File: config.mk
export PLATFORM = sky130hd
export DESIGN_NAME = uart_rx_core
export DESIGN_NICKNAME = d
export VERILOG_FILES = /design/src/rtl/uart_rx_pkg.sv /design/src/rtl/uart_rx_sync.sv /design/src/rtl/uart_rx_deframer.sv /design/src/rtl/uart_rx_errbuf.sv /design/src/rtl/uart_rx_core.sv
export SDC_FILE = /design/constraint.sdc
export NUM_CORES = 1
export LEC_CHECK = 0
export BUFFER_PORTS_ARGS = -buffer_cell sky130_fd_sc_hd__buf_4
export CORE_MARGIN = 2
export CORE_UTILIZATION = 38
export CTS_CLUSTER_DIAMETER = 60
export DETAILED_ROUTE_END_ITERATION = 8
export HOLD_SLACK_MARGIN = 0.15
export PLACE_DENSITY_LB_ADDON = 0.05
export SYNTH_ARGS = -nofsm -noshare
export SYNTH_HDL_FRONTEND = slang
export SYNTH_SLANG_ARGS = --single-unit
File: constraint.sdc
create_clock -name clk -period 4.23 [get_ports clk]
set_input_delay 0.423 -clock clk [delete_from_list [all_inputs] [get_ports clk]]
set_output_delay 0.423 -clock clk [all_outputs]
set_load 0.02 [all_outputs]
File: src/rtl/uart_rx_pkg.sv
package uart_rx_pkg;

    localparam int DATA_W   = 8;
    localparam int OS_RATE  = 16;
    localparam int MID_TICK = 8;
    localparam int CNT_W    = $clog2(OS_RATE);
    localparam int IDX_W    = $clog2(DATA_W);

    localparam logic [2:0] MODE_OFF   = 3'b000;
    localparam logic [2:0] MODE_ASYNC = 3'b101;

    typedef enum logic [2:0] {
        ST_IDLE,
        ST_START,
        ST_DATA,
        ST_PAR,
        ST_STOP1,
        ST_STOP2
    } rx_state_e;

    typedef struct packed {
        logic par_en;
        logic par_odd;
        logic two_stop;
    } rx_cfg_t;

    typedef struct packed {
        logic [DATA_W-1:0] data;
        logic              frm_bad;
        logic              par_bad;
    } rx_frame_t;

    typedef struct packed {
        logic ovr;
        logic frm;
        logic par;
    } rx_err_t;

    // True when data plus parity bit carry the wrong oddness of ones
    function automatic logic parity_mismatch(input logic [DATA_W-1:0] data,
                                             input logic pbit,
                                             input logic odd);
        return (^{data, pbit}) != odd;
    endfunction

endpackage

File: src/rtl/uart_rx_sync.sv
module uart_rx_sync #(
    parameter int STAGES = 2
) (
    input  logic clk,
    input  logic rst,
    input  logic din,
    output logic dout
);
    logic [STAGES-1:0] chain;

    generate
        for (genvar s = 0; s < STAGES; s++) begin : g_stage
            if (s == 0) begin : g_first
                always_ff @(posedge clk) begin
                    if (rst) chain[0] <= 1'b1;
                    else     chain[0] <= din;
                end
            end else begin : g_next
                always_ff @(posedge clk) begin
                    if (rst) chain[s] <= 1'b1;
                    else     chain[s] <= chain[s-1];
                end
            end
        end
    endgenerate

    assign dout = chain[STAGES-1];
endmodule

File: src/rtl/uart_rx_deframer.sv
module uart_rx_deframer
    import uart_rx_pkg::*;
(
    input  logic      clk,
    input  logic      rst,
    input  logic      active,
    input  logic      os_tick,
    input  logic      line,
    input  rx_cfg_t   cfg,
    output logic      xfer,
    output rx_frame_t frame
);
    localparam logic [CNT_W-1:0] MID_LAST = CNT_W'(MID_TICK - 1);
    localparam logic [CNT_W-1:0] BIT_LAST = CNT_W'(OS_RATE - 1);
    localparam logic [IDX_W-1:0] IDX_LAST = IDX_W'(DATA_W - 1);

    rx_state_e         state;
    logic [CNT_W-1:0]  tick_cnt;
    logic [IDX_W-1:0]  bit_idx;
    logic [DATA_W-1:0] shreg;
    logic              line_prev;
    logic              par_bit;
    logic              stop_bad;
    rx_cfg_t           cfg_q;
    logic              at_mid;
    logic              at_bit;

    assign at_mid = os_tick && (tick_cnt == MID_LAST);
    assign at_bit = os_tick && (tick_cnt == BIT_LAST);

    always_ff @(posedge clk) begin
        if (rst || !active) begin
            state     <= ST_IDLE;
            tick_cnt  <= '0;
            bit_idx   <= '0;
            shreg     <= '0;
            line_prev <= 1'b1;
            par_bit   <= 1'b0;
            stop_bad  <= 1'b0;
            cfg_q     <= '0;
            xfer      <= 1'b0;
            frame     <= '0;
        end else begin
            xfer <= 1'b0;
            if (os_tick) begin
                line_prev <= line;
                unique case (state)
                    ST_IDLE: begin
                        if (line_prev && !line) begin
                            state    <= ST_START;
                            tick_cnt <= '0;
                        end
                    end
                    ST_START: begin
                        if (at_mid) begin
                            tick_cnt <= '0;
                            bit_idx  <= '0;
                            cfg_q    <= cfg;
                            state    <= line ? ST_IDLE : ST_DATA;
                        end else begin
                            tick_cnt <= tick_cnt + 1'b1;
                        end
                    end
                    ST_DATA: begin
                        tick_cnt <= tick_cnt + 1'b1;
                        if (at_bit) begin
                            shreg <= {line, shreg[DATA_W-1:1]};
                            if (bit_idx == IDX_LAST)
                                state <= cfg_q.par_en ? ST_PAR : ST_STOP1;
                            else
                                bit_idx <= bit_idx + 1'b1;
                        end
                    end
                    ST_PAR: begin
                        tick_cnt <= tick_cnt + 1'b1;
                        if (at_bit) begin
                            par_bit <= line;
                            state   <= ST_STOP1;
                        end
                    end
                    ST_STOP1: begin
                        tick_cnt <= tick_cnt + 1'b1;
                        if (at_bit) begin
                            if (cfg_q.two_stop) begin
                                stop_bad <= !line;
                                state    <= ST_STOP2;
                            end else begin
                                xfer          <= 1'b1;
                                frame.data    <= shreg;
                                frame.frm_bad <= !line;
                                frame.par_bad <= cfg_q.par_en &&
                                    parity_mismatch(shreg, par_bit, cfg_q.par_odd);
                                state         <= ST_IDLE;
                            end
                        end
                    end
                    ST_STOP2: begin
                        tick_cnt <= tick_cnt + 1'b1;
                        if (at_bit) begin
                            xfer          <= 1'b1;
                            frame.data    <= shreg;
                            frame.frm_bad <= stop_bad || !line;
                            frame.par_bad <= cfg_q.par_en &&
                                parity_mismatch(shreg, par_bit, cfg_q.par_odd);
                            state         <= ST_IDLE;
                        end
                    end
                    default: state <= ST_IDLE;
                endcase
            end
        end
    end
endmodule

File: src/rtl/uart_rx_errbuf.sv
module uart_rx_errbuf
    import uart_rx_pkg::*;
(
    input  logic              clk,
    input  logic              rst,
    input  logic              clr_all,
    input  logic              xfer,
    input  rx_frame_t         frame,
    input  logic              rd_lo,
    output logic [DATA_W-1:0] buf_data,
    output logic              buf_full,
    output rx_err_t           flags,
    output logic              irq
);
    logic overrun_now;

    // A read in the same cycle as the transfer frees the slot first
    assign overrun_now = buf_full && !rd_lo;

    always_ff @(posedge clk) begin
        if (rst) begin
            buf_data <= '0;
            buf_full <= 1'b0;
            flags    <= '0;
            irq      <= 1'b0;
        end else begin
            irq <= 1'b0;
            if (clr_all) begin
                buf_full <= 1'b0;
                flags    <= '0;
            end else if (xfer) begin
                buf_data  <= frame.data;
                buf_full  <= 1'b1;
                flags.frm <= frame.frm_bad || (flags.frm && !rd_lo);
                flags.par <= frame.par_bad || (flags.par && !rd_lo);
                if (overrun_now) flags.ovr <= 1'b1;
                else             irq       <= 1'b1;
            end else if (rd_lo) begin
                buf_full  <= 1'b0;
                flags.frm <= 1'b0;
                flags.par <= 1'b0;
            end
        end
    end
endmodule

File: src/rtl/uart_rx_core.sv
module uart_rx_core
    import uart_rx_pkg::*;
#(
    parameter int SYNC_STAGES = 2
) (
    input  logic              clk,
    input  logic              rst,
    input  logic              rxd,
    input  logic              os_tick,
    input  logic              rx_en,
    input  logic [2:0]        mode_sel,
    input  logic              par_en,
    input  logic              par_odd,
    input  logic              stop2,
    input  logic              rd_lo,
    output logic [DATA_W-1:0] rx_data,
    output logic              rx_full,
    output logic              err_ovr,
    output logic              err_frm,
    output logic              err_par,
    output logic              err_any,
    output logic              rx_irq
);
    logic      line_s;
    logic      active;
    logic      clr_all;
    logic      xfer_vld;
    rx_cfg_t   cfg;
    rx_frame_t frame;
    rx_err_t   flags;

    assign active  = rx_en && (mode_sel == MODE_ASYNC);
    assign clr_all = !rx_en || (mode_sel == MODE_OFF);
    assign cfg     = '{par_en: par_en, par_odd: par_odd, two_stop: stop2};

    uart_rx_sync #(.STAGES(SYNC_STAGES)) i_sync (
        .clk  (clk),
        .rst  (rst),
        .din  (rxd),
        .dout (line_s)
    );

    uart_rx_deframer i_deframer (
        .clk     (clk),
        .rst     (rst),
        .active  (active),
        .os_tick (os_tick),
        .line    (line_s),
        .cfg     (cfg),
        .xfer    (xfer_vld),
        .frame   (frame)
    );

    uart_rx_errbuf i_errbuf (
        .clk      (clk),
        .rst      (rst),
        .clr_all  (clr_all),
        .xfer     (xfer_vld),
        .frame    (frame),
        .rd_lo    (rd_lo),
        .buf_data (rx_data),
        .buf_full (rx_full),
        .flags    (flags),
        .irq      (rx_irq)
    );

    assign err_ovr = flags.ovr;
    assign err_frm = flags.frm;
    assign err_par = flags.par;
    assign err_any = flags.ovr || flags.frm || flags.par;
endmodule

### Word level (Yosys, flattened, before mapping)

Cells that the tools add are included.
Widths: inputs -> output; s select.

* register bits after elaboration: 50
* output and inout bits: 14

* $add $sub $neg: 2
* eq/ne operators: 19
* mux-type cells: 31
* bitwise logic cells: 3
* reduce and logical (&&, ||, !) cells: 40

Operators with widths (count)
* $mux 3: 12
* $mux 10: 3
* $pmux 10 s2: 1
* $pmux 3 s6: 1
* $ne 2x1->1 const B: 7
* $eq 3x3->1 const B: 4
* $pmux 4 s3: 1
* $reduce_and 3->1: 4
* $reduce_and 5->1: 2
* $reduce_xor 9->1: 1
* $logic_and 1x1->1: 8
* $mux 4: 2
* $reduce_and 8->1: 1
* $logic_or 1x1->1: 7
* $eq 3x2->1 const B: 2
* $logic_not 3->1: 2
* $mux 1: 6
* $mux 2: 3
* $pmux 3 s2: 1
* $reduce_bool 2->1: 3
* $add 4x1->4 const B: 1
* $eq 4x3->1 const B: 1
* $eq 4x4->1 const B: 1
* $logic_not 1->1: 4
* other kinds (12): 17

### Longest topological paths before layout

Gate-level depths: netlist (run 1).

* depth in word-level cells: 6
* depth in mapped cells: 7
* depth with buffers taken out: 7

### Hierarchy

Synthesis (run 1) repeated with hierarchy kept, for this count alone.

* cells, all modules: 258
* area total of the unflattened synthesis: 2280.9 um^2

By module, submodules not included
* uart_rx_deframer: instances 1, cells each 198, area each 1746.7 um^2, seq. area each 700.7 um^2
* uart_rx_errbuf: instances 1, cells each 53, area each 457.9 um^2, seq. area each 260.2 um^2
* uart_rx_sync: instances 1, cells each 4, area each 52.6 um^2, seq. area each 40.0 um^2
* uart_rx_core: instances 1, cells each 3, area each 23.8 um^2, seq. area each 0.0 um^2

### Worst setup path before layout (run 1)

Ideal clock, no wire load.

* kind: register to register
* from: register i_deframer.tick_cnt[0]
* to: register i_deframer.frame[2] (netlist name)
* library setup time: 128 ps
* data arrival time: 1558 ps
* data required time: 4102 ps
* path slack: 2545 ps
* cell stages (with the launch flop): 8
* clock period less this slack: 1685 ps
* cells stage by stage: dfxtp_1 > ha_1 > and3_4 > nand3_4 > a211oi_4 > buf_6 > mux2i_1 > nor2_1

* cells in the longest elaborated chain, start to end: 4

Ends and longest elaborated chain
* start, declared: RTL line uart_rx_deframer.sv:18 `logic [CNT_W-1:0] tick_cnt;`
* start signal, assigned: RTL line uart_rx_deframer.sv:61 `tick_cnt <= tick_cnt + 1'b1;`
* start signal, assigned: RTL line uart_rx_deframer.sv:65 `tick_cnt <= tick_cnt + 1'b1;`
* start signal, assigned: RTL line uart_rx_deframer.sv:75 `tick_cnt <= tick_cnt + 1'b1;`
* $eq 4x4->1 *: RTL line uart_rx_deframer.sv:29 `assign at_bit = os_tick && (tick_cnt == BIT_LAST);`
* $logic_and 1x1->1 *: RTL line uart_rx_deframer.sv:29
* $ne 2x1->1 (no line)
* $reduce_and 5->1 (no line) *

Mark *: on every way between the ends. The rest lies on a longest branch, timed or not.
A chain may end at the register's enable or synchronous reset.

### Worst setup path in the final report (run 1)

* from: register i_deframer.tick_cnt[0]
* to: register i_deframer.frame[1] (netlist name)

* cells in the longest elaborated chain, start to end: 4

Ends and longest elaborated chain (RTL line)
* $eq 4x4->1 *: uart_rx_deframer.sv:29
* $logic_and 1x1->1 *: uart_rx_deframer.sv:29
* $ne 2x1->1 (no line)
* $reduce_and 5->1 (no line) *

Marks and branches as above.

==> results of run 1 <==
-- through the flow --
stage / hold slack, ps / cell area (um2) / power, uW
6_report: 300 / 2610 / 838
5_1_grt: 287 / 2610 / 870
4_1_cts: 290 / 2610 / 850
3_5_place_dp: 394 / 2500 / 503
3_3_place_gp: 395 / 2500 / 503
2_1_floorplan: 389 / 2270 / 492
-- per-layer routing --
layer	part of all wire	global-route usage	vias to the layer above
li1	-	-	893
met1	0.51	0.202	795
met2	0.44	0.221	23
met3	0.034	0.0300	7
met4	0.012	0.0508	0
met5	0	0	-
-- cell families (layout without fill, tap and decap cells) --
| kind of cell | Yosys count | after routing | share of synthesized area |
|---|---|---|---|
| AOI/OAI and AO/OA | 39 | 39 | 0.122 |
| xor gates and xnor gates | 8 | 8 | 0.0369 |
| adders and majority gates | 5 | 5 | 0.0275 |
| buffers and inverters | 18 | 41 | 0.0396 |
| DFF | 50 | 50 | 0.440 |
| muxes | 23 | 23 | 0.101 |
| and+or+nand+nor | 102 | 102 | 0.232 |
-- report_power, final --
part           switching, uW  internal, uW
registers              0.910           471
clock network            168           178
logic                   10.2          9.64
total                    179           658
-- sequential cells by signal (all words and copies together) (netlist names), 3 cells and up --
signal               cells
i_deframer.bit_idx       3
i_deframer.shreg         8
i_deframer.state         3
i_errbuf.flags           3
i_deframer.tick_cnt      4
i_deframer.frame        10
i_errbuf.buf_data        8
i_deframer.cfg_q         3
-- layout make-up --
type | count | area share
flip-flops and latches | 50 | 0.383
repair buffers | 26 | 0.0747
well taps | 75 | 0.0359
clock inverters | 3 | 0.0168
inverters | 7 | 0.0101
clock buffers | 5 | 0.0264
multi-input cells | 177 | 0.453
-- synthesized netlist by cell type (all sizes together), types with 3 or more instances --
cell type and number:
a21oi 17, buf 6, clkbuf 5, dfxtp 50, ha 5, inv 7
mux2i 23, nand2 24, nand2b 3, nand3 6, nand4 4, nor2 41
nor2b 4, nor3 3, nor3b 4, o21ai 5, or3 3, or3b 3
xnor2 7
-- final timing paths --
path,depth (start not counted),from,endpoint
max,6,i_deframer.tick_cnt[0],i_deframer.frame[1]
min,2,rxd,i_sync.chain[0]
max reg2reg,6,i_deframer.tick_cnt[0],i_deframer.frame[1]
min reg2reg,1,i_sync.chain[0],i_sync.dout
==> run_results.csv, run 1 <==
group,metric,value,unit
synth,synth_top_area_cell,"dfxtp_1",
clock_network,post-cts-setup-buffers,0,
die,fp.coreArea,5850,um2
sta,max_slew_margin,0.502,
layout,final_nets,284,
synth,synthCells,245,
layout,fillers,602,
place,hpwl,3.16,mm
critical_path,r2r_slack,2150,ps
critical_path,cp.arrival,2290,ps
synth,synth_edf_count,0,
clock_network,cts_tree,"built",
drt,wire_per_inst,12.8,um
clock_network,cts_made_buffers,5,
grt,grt_overflow_total,0,
die,rows,28,
critical_path,crit_path_start_kind,"register",
place,port_buffers,25,
sta,finalSetupTns,0,ps
critical_path,cp_slowest_stage_delay,670,ps
synth,synthesis.area,2270,um2
layout,fin_cells,343,
clock_network,cts_resized,0,
drt,dr.pass1.iters,4,
clock_network,clkTransAtPathRegs,100,ps
sta,tightest_slew,745,ps
sta,min_period,2080,ps
grt,grtUsageTotal,0.145,
place,routabilityCongestion,0.748,
place,dp_cells,335,
synth,ys_seq_area_frac,0.440,
synth,avgSynthCellArea,9.28,um2
critical_path,path_class,"reg2reg",
die,die_w,81.3,um
sta,worst_slack,2150,ps
status,status,"complete, no violations",
place,post-place-ws,2170,ps
layout,diodes,0,
critical_path,cp_num_buf_inv,0,
clock_network,clock_latency,300,ps
critical_path,worstPathMaxFanout,13,
pwr,p_leak,0.000873,uW
layout,drive_gt1_frac,0.183,
sta,fmax,481,MHz
drt,drt_iter0_markers,68,
run,cap_violations,0,
synth,synthArstFlopShare,0,
clock_network,clock_sinks,50,
drt,drcViolationCount,0,
critical_path,worstPathRequired,4440,ps
clock_network,cts-root-buf,"clkbuf_8",
clock_network,clk_path_buf_depth,2,
synth,ys_ff_latch,50,
sta,rsz0062_at_grt,"false",
sta,setup_violations,0,
synth,netlist.area_leader.share,0.440,
layout,final_cell_mix,"dfxtp_1, nor2_1, buf_4, nand2_1, mux2i_1",
synth,synthTopCellsByArea,"dfxtp_1, mux2i_1, nor2_1, nand2_1, a21oi_1",
sta,fin_skew,4.86,ps
synth,syn_nets,262,
synth,synth_cell_types,51,
layout,post-route-util,0.446,
die,ios,26,
sta,drv_slew,0,
clock_network,htreeDepth,2,
critical_path,crit_path_end_kind,"register",
pwr,vdd_drop_max,0.175,mV
sta,hold_violations,0,
die,initial_core_util,0.389,
grt,grt_max_degree,26,
grt,grt_antenna_before_repair,0,
drt,vias_per_cell,5.01,
layout,seqCellArea,1000,um2
synth,ys_warn_count,0,
pwr,p_per_area,321,nW/um2
grt,grt_pass1_vias,1603,
synth,ys.flop_type,"dfxtp_1",
layout,area_growth,14.9,%
drt,dr_total_vias,1718,
drt,drtAntennaViolNets,0,
grt,grt_first_pass_wirelength,7.42,mm
die,die_area,6620,um2
clock_network,postCtsHoldBufs,0,
critical_path,worstPathCellList,"ha_1 > and3_4 > nand3_4 > a211oi_4 > nor2_1 > a311oi_1",
drt,totalWireLength,4.39,mm
sta,fin_crit_sh,0.491,
critical_path,cp_top_family,"compound AO/OA/AOI/OAI gates",
layout,multi_input_comb_area,1180,um2
die,die_h,81.3,um
critical_path,crit_path_top_delay_cell,"a211oi_4",
worst_hold_path,min_path_type,"in2reg",
layout,mostFrequentLayoutCell,"dfxtp_1",
Note: power is estimated with default switching activity, not from simulation.
==> run 2, diff against run 1 <==
==> constraint.sdc (replaced) <==
create_clock -name clk -period 1.9 [get_ports clk]
set_input_delay 0.19 -clock clk [delete_from_list [all_inputs] [get_ports clk]]
set_output_delay 0.19 -clock clk [all_outputs]
set_load 0.02 [all_outputs]
==> run 2 against run 1 <==
Against the previous run:
- clock power is 80% higher
- cell count increased by 3.8%
- critical path depth fell by 1
- register-to-register slack worse by 2000 ps
- first-iteration DRC count shrank 7.4%
- flip-flop and latch count did not move
- global-route usage increased by 0.49 points
- die area is the same
- non-clock buffer count rose by 13
- critical path type unchanged
==> run_results.csv, run 2 (synthesis gave the netlist of run 1 again) <==
group,metric,value,unit
drt,drtAntennaViolNets,0,
status,status,"complete, no violations",
clock_network,clock_sinks,50,
die,fp.coreArea,5850,um2
critical_path,worstPathCellList,"buf_4 > ha_1 > a311o_1 > mux2i_1 > nor4_1",
place,dp_cells,343,
pwr,power,1730,uW
critical_path,cp_num_buf_inv,1,
sta,fin_crit_sh,0.910,
sta,fin_skew,8.31,ps
grt,grt_max_degree,36,
critical_path,worstSetupPathDepth,5,
layout,final_cell_mix,"dfxtp_1, nor2_1, buf_4, nand2_1, mux2i_1",
layout,fillers,593,
layout,area_growth,19.8,%
critical_path,path_class,"reg2reg",
place,port_buffers,25,
die,ios,26,
sta,fmax,579,MHz
layout,largestRegisters,"i_deframer.frame: 10 flops, i_deframer.shreg: 8 flops, i_errbuf.buf_data: 8 flops",
critical_path,worstPathRequired,2110,ps
die,initial_core_util,0.389,
pwr,vdd_drop_max,0.416,mV
sta,hold_ws,174,ps
drt,vias_per_cell,4.93,
drt,totalWireLength,4.45,mm
grt,grt_first_pass_wirelength,7.74,mm
die,rows,28,
grt,grt_pass1_vias,1636,
layout,fin_cells,356,
clock_network,clock_latency,300,ps
clock_network,clk_path_buf_depth,2,
clock_network,cts-root-buf,"clkbuf_8",
layout,final_nets,297,
clock_network,htreeDepth,2,
clock_network,clkTransAtPathRegs,90,ps
pwr,p_leak,0.000920,uW
grt,grtUsageTotal,0.150,
critical_path,cp_top_family,"flip-flops",
sta,rsz0062_at_grt,"false",
layout,top_register,"i_deframer.frame",
critical_path,cp.arrival,1940,ps
layout,multi_input_comb_area,1190,um2
critical_path,crit_path_end_kind,"register",
run,cap_violations,0,
layout,mostFrequentLayoutCell,"dfxtp_1",
clock_network,post-cts-setup-buffers,0,
grt,grt_overflow_total,0,
critical_path,worstPathMaxFanout,9,
clock_network,cts_tree,"built",
sta,tightest_slew,414,ps
sta,hold_violations,0,
clock_network,cts_made_buffers,5,
die,die_w,81.3,um
drt,dr.pass1.iters,4,
sta,drv_slew,0,
sta,min_period,1730,ps
drt,dr_total_vias,1754,
worst_hold_path,whs_path_depth,2,
critical_path,endpoint,"i_deframer.tick_cnt[2]",
sta,finalSetupTns,0,ps
sta,setup_violations,0,
critical_path,reg2reg_depth,5,
critical_path,r2r_slack,170,ps
layout,drive_gt1_frac,0.206,
place,routabilityCongestion,0.740,
layout,largest_reg_flops,10,
critical_path,crit_path_start_kind,"register",
drt,drcViolationCount,0,
critical_path,crit_path_top_delay_cell,"dfxtp_1",
layout,seqCellArea,1000,um2
critical_path,r2r_end,"i_deframer.tick_cnt[2]",
die,die_h,81.3,um
critical_path,crit_start,"i_deframer.state[1]",
sta,max_slew_margin,0.724,
pwr,p_per_area,635,nW/um2
drt,drt_iter0_markers,63,
die,die_area,6620,um2
drt,wire_per_inst,12.5,um
worst_hold_path,min_path_type,"in2reg",
grt,grt_antenna_before_repair,0,
critical_path,cp_slowest_stage_delay,400,ps
place,hpwl,3.20,mm
critical_path,r2r-start,"i_deframer.state[1]",
layout,diodes,0,
-- run 2: cell count changes in the layout (fill, tap and decap cells not counted), sizes merged --
| cell | change |
|---|---|
| buf | +8 |
| bufinv | -1 |
| clkinv | +1 |
| clkinvlp | +1 |
| dlygate4sd3 | +5 |
| inv | -1 |
-- run 2: worst register-to-register path, cell delays in order (launching register included) --
cell	delay (ps)
dfxtp_1	400
buf_4	220
ha_1	210
a311o_1	390
mux2i_1	160
nor4_1	260
-- run 2: worst min-delay path by stage --
stage	start	end
after global placement	rxd	i_sync.chain[0]
final	os_tick	i_deframer.state[0]
after global routing	os_tick	i_deframer.state[0]
after floorplan	rxd	i_sync.chain[0]
after detailed placement	rxd	i_sync.chain[0]
after CTS	os_tick	i_deframer.state[0]
-- run 2: per-stage QoR --
| stage | cell area [um2] | utilization | setup slack (ps) |
|---|---|---|---|
| 6_report | 2720 | 0.466 | 172 |
| 5_1_grt | 2720 | 0.466 | 18.7 |
| 4_1_cts | 2710 | 0.463 | 105 |
| 3_5_place_dp | 2570 | 0.439 | 119 |
| 3_3_place_gp | 2570 | 0.439 | 147 |
| 2_1_floorplan | 2270 | - | 215 |
-- run 2: what timing repair did --
action / in CTS / in global routing
hold buffers: 5 / 0
hold endpoints to repair: 12 / 0
resized for setup: 0 / 2
setup endpoints to repair: 0 / 10
-- run 2: layer usage --
| metal | up-vias | track usage | share of wire |
|---|---|---|---|
| met5 | - | 0 | 0 |
| met4 | 0 | 0.0508 | 0.013 |
| met3 | 8 | 0.0300 | 0.027 |
| met2 | 16 | 0.225 | 0.43 |
| met1 | 813 | 0.214 | 0.53 |
| li1 | 917 | - | - |
-- run 2: layout make-up --
cell class	count	share of cell area
multi-input cells	177	0.439
well taps	75	0.0345
repair buffers	39	0.117
inverters	7	0.00965
clock buffers	5	0.0253
flip-flops and latches	50	0.367
clock inverters	3	0.00781
-- run 2: where the power goes --
part,switching [uW],total (uW),internal [uW]
Clock,364,623,259
Sequential,1.06,1050,1050
Combinational,25.7,54.9,29.3
Total,391,1730,1340
